**src/rtl/timer_pkg.sv**
```systemverilog
package timer_pkg;

  // Word indexes; software depends on this placement.
  localparam int IDX_STATUS  = 0;
  localparam int IDX_CTRL    = 1;
  localparam int IDX_PER_LO  = 2;
  localparam int IDX_PER_HI  = 3;
  localparam int IDX_SNAP_LO = 4;
  localparam int IDX_SNAP_HI = 5;
  localparam int NUM_REGS    = 6;

  // Status bit positions
  localparam int ST_TO  = 0;
  localparam int ST_RUN = 1;

  // Control bit positions
  localparam int CT_IEN   = 0;
  localparam int CT_CONT  = 1;
  localparam int CT_START = 2;
  localparam int CT_STOP  = 3;
  localparam int CT_W     = 4;

  typedef struct packed {
    logic status_wr;
    logic ctrl_wr;
    logic per_lo_wr;
    logic per_hi_wr;
    logic snap_wr;
  } reg_wr_t;

endpackage

```
**src/rtl/timer_decode.sv**
```systemverilog
module timer_decode
  import timer_pkg::*;
#(
  parameter int IDX_W = 6
) (
  input  logic             wr_en,
  input  logic [IDX_W-1:0] word_idx,
  output reg_wr_t          wr_s
);

  logic [NUM_REGS-1:0] hit;

  for (genvar i = 0; i < NUM_REGS; i++) begin : g_hit
    assign hit[i] = wr_en && (word_idx == IDX_W'(i));
  end

  assign wr_s.status_wr = hit[IDX_STATUS];
  assign wr_s.ctrl_wr   = hit[IDX_CTRL];
  assign wr_s.per_lo_wr = hit[IDX_PER_LO];
  assign wr_s.per_hi_wr = hit[IDX_PER_HI];
  assign wr_s.snap_wr   = hit[IDX_SNAP_LO] | hit[IDX_SNAP_HI];

endmodule

```
**src/rtl/timer_counter.sv**
```systemverilog
module timer_counter #(
  parameter int CNT_W = 32
) (
  input  logic              clk,
  input  logic              rst,
  input  logic              run,
  input  logic              per_lo_wr,
  input  logic              per_hi_wr,
  input  logic [CNT_W/2-1:0] wr_half,
  output logic [CNT_W-1:0]  count,
  output logic [CNT_W-1:0]  period,
  output logic              expire
);

  localparam int HALF_W = CNT_W / 2;

  logic [HALF_W-1:0] per_lo_q, per_hi_q;
  logic [HALF_W-1:0] per_lo_d, per_hi_d;

  assign per_lo_d = per_lo_wr ? wr_half : per_lo_q;
  assign per_hi_d = per_hi_wr ? wr_half : per_hi_q;
  assign period   = {per_hi_q, per_lo_q};
  assign expire   = run && (count == '0);

  always_ff @(posedge clk) begin
    if (rst) begin
      per_lo_q <= '0;
      per_hi_q <= '0;
      count    <= '1;
    end else begin
      per_lo_q <= per_lo_d;
      per_hi_q <= per_hi_d;
      if (per_lo_wr || per_hi_wr)
        count <= {per_hi_d, per_lo_d};
      else if (expire)
        count <= period;
      else if (run)
        count <= count - 1'b1;
    end
  end

endmodule

```
**src/rtl/timer_flags.sv**
```systemverilog
module timer_flags
  import timer_pkg::*;
(
  input  logic            clk,
  input  logic            rst,
  input  logic            ctrl_wr,
  input  logic [CT_W-1:0] ctrl_bits,
  input  logic            status_wr,
  input  logic            per_wr,
  input  logic            expire,
  output logic            run_q,
  output logic            to_q,
  output logic            ien_q,
  output logic            cont_q,
  output logic            irq_q
);

  logic start_eff, stop_eff;
  logic run_d, to_d, ien_d, cont_d;

  assign start_eff = ctrl_wr && ctrl_bits[CT_START] && !run_q;
  assign stop_eff  = ctrl_wr && ctrl_bits[CT_STOP] && (run_q || start_eff);

  always_comb begin
    if (per_wr || stop_eff)    run_d = 1'b0;
    else if (start_eff)        run_d = 1'b1;
    else if (expire && !cont_q) run_d = 1'b0;
    else                       run_d = run_q;
  end

  assign to_d   = expire ? 1'b1 : (status_wr ? 1'b0 : to_q);
  assign ien_d  = ctrl_wr ? ctrl_bits[CT_IEN]  : ien_q;
  assign cont_d = ctrl_wr ? ctrl_bits[CT_CONT] : cont_q;

  always_ff @(posedge clk) begin
    if (rst) begin
      run_q  <= 1'b0;
      to_q   <= 1'b0;
      ien_q  <= 1'b0;
      cont_q <= 1'b0;
      irq_q  <= 1'b0;
    end else begin
      run_q  <= run_d;
      to_q   <= to_d;
      ien_q  <= ien_d;
      cont_q <= cont_d;
      irq_q  <= to_d & ien_d;
    end
  end

endmodule

```
**src/rtl/interval_timer.sv**
```systemverilog
module interval_timer
  import timer_pkg::*;
#(
  parameter int ADDR_W = 8,
  parameter int DATA_W = 32,
  parameter int CNT_W  = 32
) (
  input  logic              clk,
  input  logic              rst,
  input  logic              wr_en,
  input  logic [ADDR_W-1:0] addr,
  input  logic [DATA_W-1:0] wdata,
  output logic [DATA_W-1:0] rdata,
  output logic              irq
);

  localparam int HALF_W = CNT_W / 2;
  localparam int IDX_W  = ADDR_W - 2;
  localparam logic [IDX_W-1:0] W_STATUS  = IDX_W'(IDX_STATUS);
  localparam logic [IDX_W-1:0] W_CTRL    = IDX_W'(IDX_CTRL);
  localparam logic [IDX_W-1:0] W_PER_LO  = IDX_W'(IDX_PER_LO);
  localparam logic [IDX_W-1:0] W_PER_HI  = IDX_W'(IDX_PER_HI);
  localparam logic [IDX_W-1:0] W_SNAP_LO = IDX_W'(IDX_SNAP_LO);
  localparam logic [IDX_W-1:0] W_SNAP_HI = IDX_W'(IDX_SNAP_HI);

  logic [IDX_W-1:0]  word_idx;
  reg_wr_t           wr_s;
  logic [CNT_W-1:0]  count, period;
  logic              expire;
  logic              run_flag, to_flag, ien_flag, cont_flag;
  logic [HALF_W-1:0] snap_lo, snap_hi;

  assign word_idx = addr[ADDR_W-1:2];

  timer_decode #(.IDX_W(IDX_W)) u_dec (
    .wr_en    (wr_en),
    .word_idx (word_idx),
    .wr_s     (wr_s)
  );

  timer_counter #(.CNT_W(CNT_W)) u_cnt (
    .clk       (clk),
    .rst       (rst),
    .run       (run_flag),
    .per_lo_wr (wr_s.per_lo_wr),
    .per_hi_wr (wr_s.per_hi_wr),
    .wr_half   (wdata[HALF_W-1:0]),
    .count     (count),
    .period    (period),
    .expire    (expire)
  );

  timer_flags u_flg (
    .clk       (clk),
    .rst       (rst),
    .ctrl_wr   (wr_s.ctrl_wr),
    .ctrl_bits (wdata[CT_W-1:0]),
    .status_wr (wr_s.status_wr),
    .per_wr    (wr_s.per_lo_wr | wr_s.per_hi_wr),
    .expire    (expire),
    .run_q     (run_flag),
    .to_q      (to_flag),
    .ien_q     (ien_flag),
    .cont_q    (cont_flag),
    .irq_q     (irq)
  );

  always_ff @(posedge clk) begin
    if (rst) begin
      snap_lo <= '0;
      snap_hi <= '0;
    end else if (wr_s.snap_wr) begin
      snap_lo <= count[HALF_W-1:0];
      snap_hi <= count[CNT_W-1:HALF_W];
    end
  end

  always_comb begin
    rdata = '0;
    case (word_idx)
      W_STATUS: begin
        rdata[ST_TO]  = to_flag;
        rdata[ST_RUN] = run_flag;
      end
      W_CTRL: begin
        rdata[CT_IEN]  = ien_flag;
        rdata[CT_CONT] = cont_flag;
      end
      W_PER_LO:  rdata[HALF_W-1:0] = period[HALF_W-1:0];
      W_PER_HI:  rdata[HALF_W-1:0] = period[CNT_W-1:HALF_W];
      W_SNAP_LO: rdata[HALF_W-1:0] = snap_lo;
      W_SNAP_HI: rdata[HALF_W-1:0] = snap_hi;
      default:   rdata = '0;
    endcase
  end

endmodule

```
**config.mk**
```make
export PLATFORM = sky130hd
export DESIGN_NAME = interval_timer
export DESIGN_NICKNAME = d
export VERILOG_FILES = /design/src/rtl/timer_pkg.sv /design/src/rtl/timer_decode.sv /design/src/rtl/timer_counter.sv /design/src/rtl/timer_flags.sv /design/src/rtl/interval_timer.sv
export SDC_FILE = /design/constraint.sdc
export NUM_CORES = 1
export LEC_CHECK = 0
export ABC_AREA = 1
export BUFFER_PORTS_ARGS = -buffer_cell sky130_fd_sc_hd__buf_2
export CORE_MARGIN = 1
export CORE_UTILIZATION = 39
export DETAILED_ROUTE_END_ITERATION = 8
export SLEW_MARGIN = 10
export SYNTH_ARGS = -nofsm -noshare
export SYNTH_HDL_FRONTEND = slang
export SYNTH_SLANG_ARGS = --single-unit
export TNS_END_PERCENT = 5
```
**constraint.sdc**
```tcl
create_clock -name clk -period 3.02 [get_ports clk]
set_input_delay 0.604 -clock clk [delete_from_list [all_inputs] [get_ports clk]]
set_output_delay 0.604 -clock clk [all_outputs]
set_load 0.02 [all_outputs]
```
; Yosys cells after proc, flatten, opt, wreduce, memory -nomap -nowiden
; Index checks and enable logic that the tools add are counted.
[op_classes]
reduce_logical = 22
n_eq_ne = 5
mux = 12
add_sub_neg = 1
n_bitwise = 3
[ops]
columns = op, n
row1 = $mux W32, 3
row2 = $pmux W14 S4, 1
row3 = $logic_not A32 Y1, 1
row4 = $mux W16, 2
row5 = $sub A32 B1 Y32 const B, 1
row6 = $eq A6 B2 Y1 const B, 2
row7 = $eq A6 B3 Y1 const B, 2
row8 = $logic_and A1 B1 Y1, 12
row9 = $pmux W2 S6, 1
row10 = $eq A6 B1 Y1 const B, 1
row11 = $logic_not A6 Y1, 1
row12 = $mux W1, 5
row13 = $logic_or A1 B1 Y1, 3
row14 = $reduce_bool A3 Y1, 1
row15 = $logic_not A1 Y1, 2
row16 = $or A1 B1 Y1, 2
row17 = $reduce_bool A2 Y1, 1
row18 = $reduce_or A2 Y1, 1
row19 = $and A1 B1 Y1, 1
[totals]
input_bits = 43
register_bits = 101
elab_cells = 53
out_inout_bits = 33

; Depth between registers and ports, before layout
[depth]
ltp_word = 8
mapped_depth = 12
ltp_nobuf = 12

; Cells and area by module
; Synthesis repeated with hierarchy kept, for this count alone.
[unflattened]
cells_unflattened = 965
hier_area_um2 = 6123.4
[modules_own_cells]
columns = mod, cells_each, area_each_um2, n_inst, seq_area_each_um2
row1 = timer_counter, 644, 4001.3, 1, 1281.2
row2 = interval_timer, 276, 1856.8, 1, 640.6
row3 = timer_flags, 28, 192.7, 1, 100.1
row4 = timer_decode, 17, 72.6, 1, 0.0

; Least setup slack after synthesis
; No wires, ideal clock.
[synth_timing]
path_kind = input port to output port
start = input port addr[5]
end = output port rdata[10]
cell_stages = 6
t_required_ps = 2416
arrival_time_ps = 1833
path_slack_ps = 583
n_path_buf = 1
cell_sequence = nor2_2 nand3_4 nor2_4 buf_4 clkinv_1 o221ai_1
[synth_via]
elab_chain_len = 2
elab_cells_between_ends = 5
cone_classes = 4 x eq/ne / 1 x mux
[synth_lines]
columns = item, line_no
row1 = from (decl), interval_timer.sv:11  ; input logic [ADDR_W-1:0] addr,
row2 = $eq A6 B3 Y1 / $eq A6 B2 Y1 (equally long branches), interval_timer.sv:80  ; case (word_idx)
row3 = $pmux W14 S4 *, interval_timer.sv:80
row4 = to (decl), interval_timer.sv:13  ; output logic [DATA_W-1:0] rdata,
; Mark *: on every way between the ends. The rest lies on a longest branch, timed or not.

; Final worst setup path
[layout_timing]
start = register u_flg.run_q
end = register u_cnt.count[3]
[layout_via]
elab_chain_len = 3
elab_cells_between_ends = 4
cone_classes = 2 x mux / 2 x reduce/logical
[layout_lines]
columns = item, line_no
row1 = from (decl), timer_flags.sv:11  ; output logic run_q,
row2 = from (signal assigned), timer_flags.sv:43  ; run_q <= run_d;
row3 = $logic_and A1 B1 Y1, timer_counter.sv:23  ; assign expire = run && (count == '0);
row4 = $mux W32, timer_counter.sv:35  ; else if (expire)
row5 = $mux W32, timer_counter.sv:33  ; if (per_lo_wr || per_hi_wr)
row6 = to (signal assigned), timer_counter.sv:34  ; count <= {per_hi_d, per_lo_d};
row7 = to (signal assigned), timer_counter.sv:36  ; count <= period;
row8 = to (signal assigned), timer_counter.sv:38  ; count <= count - 1'b1;
row9 = to (decl), timer_counter.sv:10  ; output logic [CNT_W-1:0] count,
; Parallel ways exist; a longest one is shown, timed or not.
; A chain may end at the register's enable or synchronous reset.

==> results.cfg <==
[outcome]
status = finished clean

[hold_path]
whs_endpoint = u_cnt.per_hi_q[2]
hold_path_class = register to register
holdPathStages = 2
holdCritStartpoint = u_cnt.per_hi_q[2]

[logic_synthesis]
synthTopCellsByArea = dfxtp_1 36%, nand2_1 11%, nor2_1 8.6%
yosys.area.top_type = dfxtp_1
syn_inst = 855
async_flop_share_pct = 0
ys_seq_elements = 101
synth_top_area_share_pct = 35.5
synth-seq-area-share_pct = 35.5
avgSynthCellArea_um2 = 6.66
synth-edff-count = 0
ys_types = 38
synth.most_common_cell = nand2_1
synth_common_cells = 160 x nand2_1, 130 x nor2_1, 101 x dfxtp_1
ys.flop_type = dfxtp_1
synth_warnings = 0
syn_area_um2 = 5690

[layout]
antenna_cells = 0
final_nets = 925
n_fill_cell = 1488
final_layout_size_suffix_gt1_share_pct = 11.9
final_core_utilization_pct = 44.7
syn_to_final_growth_pct = 10.4

[sta]
min_period_ns = 2.61
hold_violations = 0
setup_violations = 0
final.setup.tns_ns = 0
max_freq_ghz = 0.383
rsz0062_at_grt = no
fin_skew_ns = 0.00981
tightest_slew_ns = 1.25
drv_slew = 0
slew_headroom_pct = 16.4
post-route-period-util_pct = 86.4

[clocking]
cts_sinks = 101
clk_latency_ns = 0.36
ctsHoldBuffers = 0
clk_pin_slew_ns = 0.07
clockBufferDepth = 2
post_cts_buffers = 0
cts-buffers-inserted = 9
cts_root_buf = clkbuf_16
post_cts_resized = 0
cts_tree = done
cts.htree.levels = 3

[worst_setup_path]
ff2ff_path_depth = 6
r2r_setup_slack_ns = 0.41
endpoint_kind = register
crit_fanout = 13
slowest_delay_ns = 0.96
crit_arrival_ns = 2.91
crit_top_cell = inv_1
start_kind = register
path_cells = inv_1 > nor2_1 > inv_1 > a21oi_1 > o21ai_0 > nand2_1
regToRegEndpoint = u_cnt.count[3]
crit_type = register to register
worstReg2RegStart = u_flg.run_q
crit_required_ns = 3.32
crit_slowest_cell = nor2_1

[flow_run]
max_cap_violations = 0

[detailed_routing]
vias_per_cell = 5.14
wire_per_inst_um = 16.0
vias = 5474
wl_um = 17000
drcViolationCount = 0
dr.pass1.iters = 5
drt_iter0_drc = 443
final_antenna_net_count = 0

[power]
p_leak_nw = 2.77
ir_drop_v = 0.000204
cellPowerDensity_nw_per_um2 = 428
p_total_mw = 2.69

[global_routing]
grt_first_pass_wirelength_um = 27200
first_global_vias = 4966
gr-usage-all-layers_pct = 24.0
grt_max_degree = 65
overflow = 0
antenna_found_initial = 0

[die]
die_area_um2 = 15100
core_um2 = 14000
rows = 43
io_pins = 76
die_w_um = 123
dieHeight_um = 123
start_util_pct = 40.5

[place]
portBuffers = 41
gp_congestion = 0.911
hpwlAfterDp_um = 11800
[kinds of logic (layout without fill, tap and decap cells)]
logic type	Yosys count	after routing	share of synthesized area, %
AND/OR/NAND/NOR	368	368	27.5
other	1	16	0.0659
adder cells (fa/ha/maj)	1	1	0.220
XOR/XNOR	17	17	2.62
flip-flops	101	101	35.5
buffers and inverters	156	172	12.4
AO/OA/AOI/OAI	211	211	21.7
[where the power goes]
group | total [mW] | switching (mW) | internal [mW]
Combinational | 0.148 | 0.107 | 0.0412
Clock | 1.18 | 0.539 | 0.642
Sequential | 1.36 | 0.0127 | 1.35
Total | 2.69 | 0.659 | 2.03
[routing by layer]
layer  GRT usage [%]  vias to the layer above  routed length, um
li1                -                     2810                  -
met1            33.4                     2476               8300
met2            37.3                      163               7430
met3            4.14                       25                964
met4            8.00                        0                342
met5               0                        -                  0
[through the flow]
stage,cells,instance area (um^2),hold slack [ns],worst slack (ns)
floorplan,870,5750,0.450,0.583
global placement,1050,5990,0.473,0.140
detailed placement,1050,5990,0.475,0.114
CTS,1066,6280,0.486,0.437
global route,1066,6280,0.507,0.272
finish,1066,6280,0.488,0.412
[registers in the layout, indices dropped and copies added (netlist names)]
| register | cells |
|---|---|
| u_cnt.count | 32 |
| snap_hi | 16 |
| snap_lo | 16 |
| u_cnt.per_hi_q | 16 |
| u_cnt.per_lo_q | 16 |
| u_flg.cont_q | 1 |
| u_flg.ien_q | 1 |
| u_flg.irq_q | 1 |
| u_flg.run_q | 1 |
| u_flg.to_q | 1 |
[worst max path at each step]
stage / to / depth (start not counted) / startpoint / slack (ns)
after floorplan: rdata[10] / 6 / addr[5] / 0.58
after global placement: u_cnt.count[9] / 8 / wr_en / 0.14
after detailed placement: u_cnt.count[9] / 8 / wr_en / 0.11
after CTS: rdata[2] / 8 / addr[7] / 0.44
after global routing: u_cnt.count[13] / 6 / u_flg.run_q / 0.27
final: u_cnt.count[3] / 6 / u_flg.run_q / 0.41
[layout by cell type, fill, tap and decap left out, types with 2 or more instances in the layout]
cell,instances
a211oi_1,2
a21oi_1,60
a22oi_1,22
and2_1,3
buf_12,2
buf_2,41
buf_4,14
clkbuf_16,9
clkinv_2,2
clkinvlp_4,2
conb_1,16
dfxtp_1,101
inv_1,96
inv_2,2
nand2_1,160
nand2_2,3
nand3_1,48
nand4_1,6
nor2_1,130
nor2_2,5
nor2_4,6
nor3_1,2
o2111ai_1,2
o211ai_1,5
o21ai_0,84
o21ai_1,11
o21ai_2,13
o221ai_1,10
xor2_1,16
[worst max-delay path, delay by kind of cell, from the launching register on]
family                 cells  cell delay (ns)
AOI/OAI and AO/OA          2             0.36
buffers and inverters      2             0.67
DFF                        1             0.49
and+or+nand+nor            2             1.03
[cell type report]
class	instances	area, um^2	area share, %
clock inverters	6	63.8	1.02
flip-flops and latches	101	2020	32.2
well taps	180	225	3.58
multi-input cells	613	3020	48.1
inverters	99	372	5.91
clock buffers	10	229	3.64
repair buffers	57	350	5.58
No activity file was read; power rests on OpenSTA's default activity.
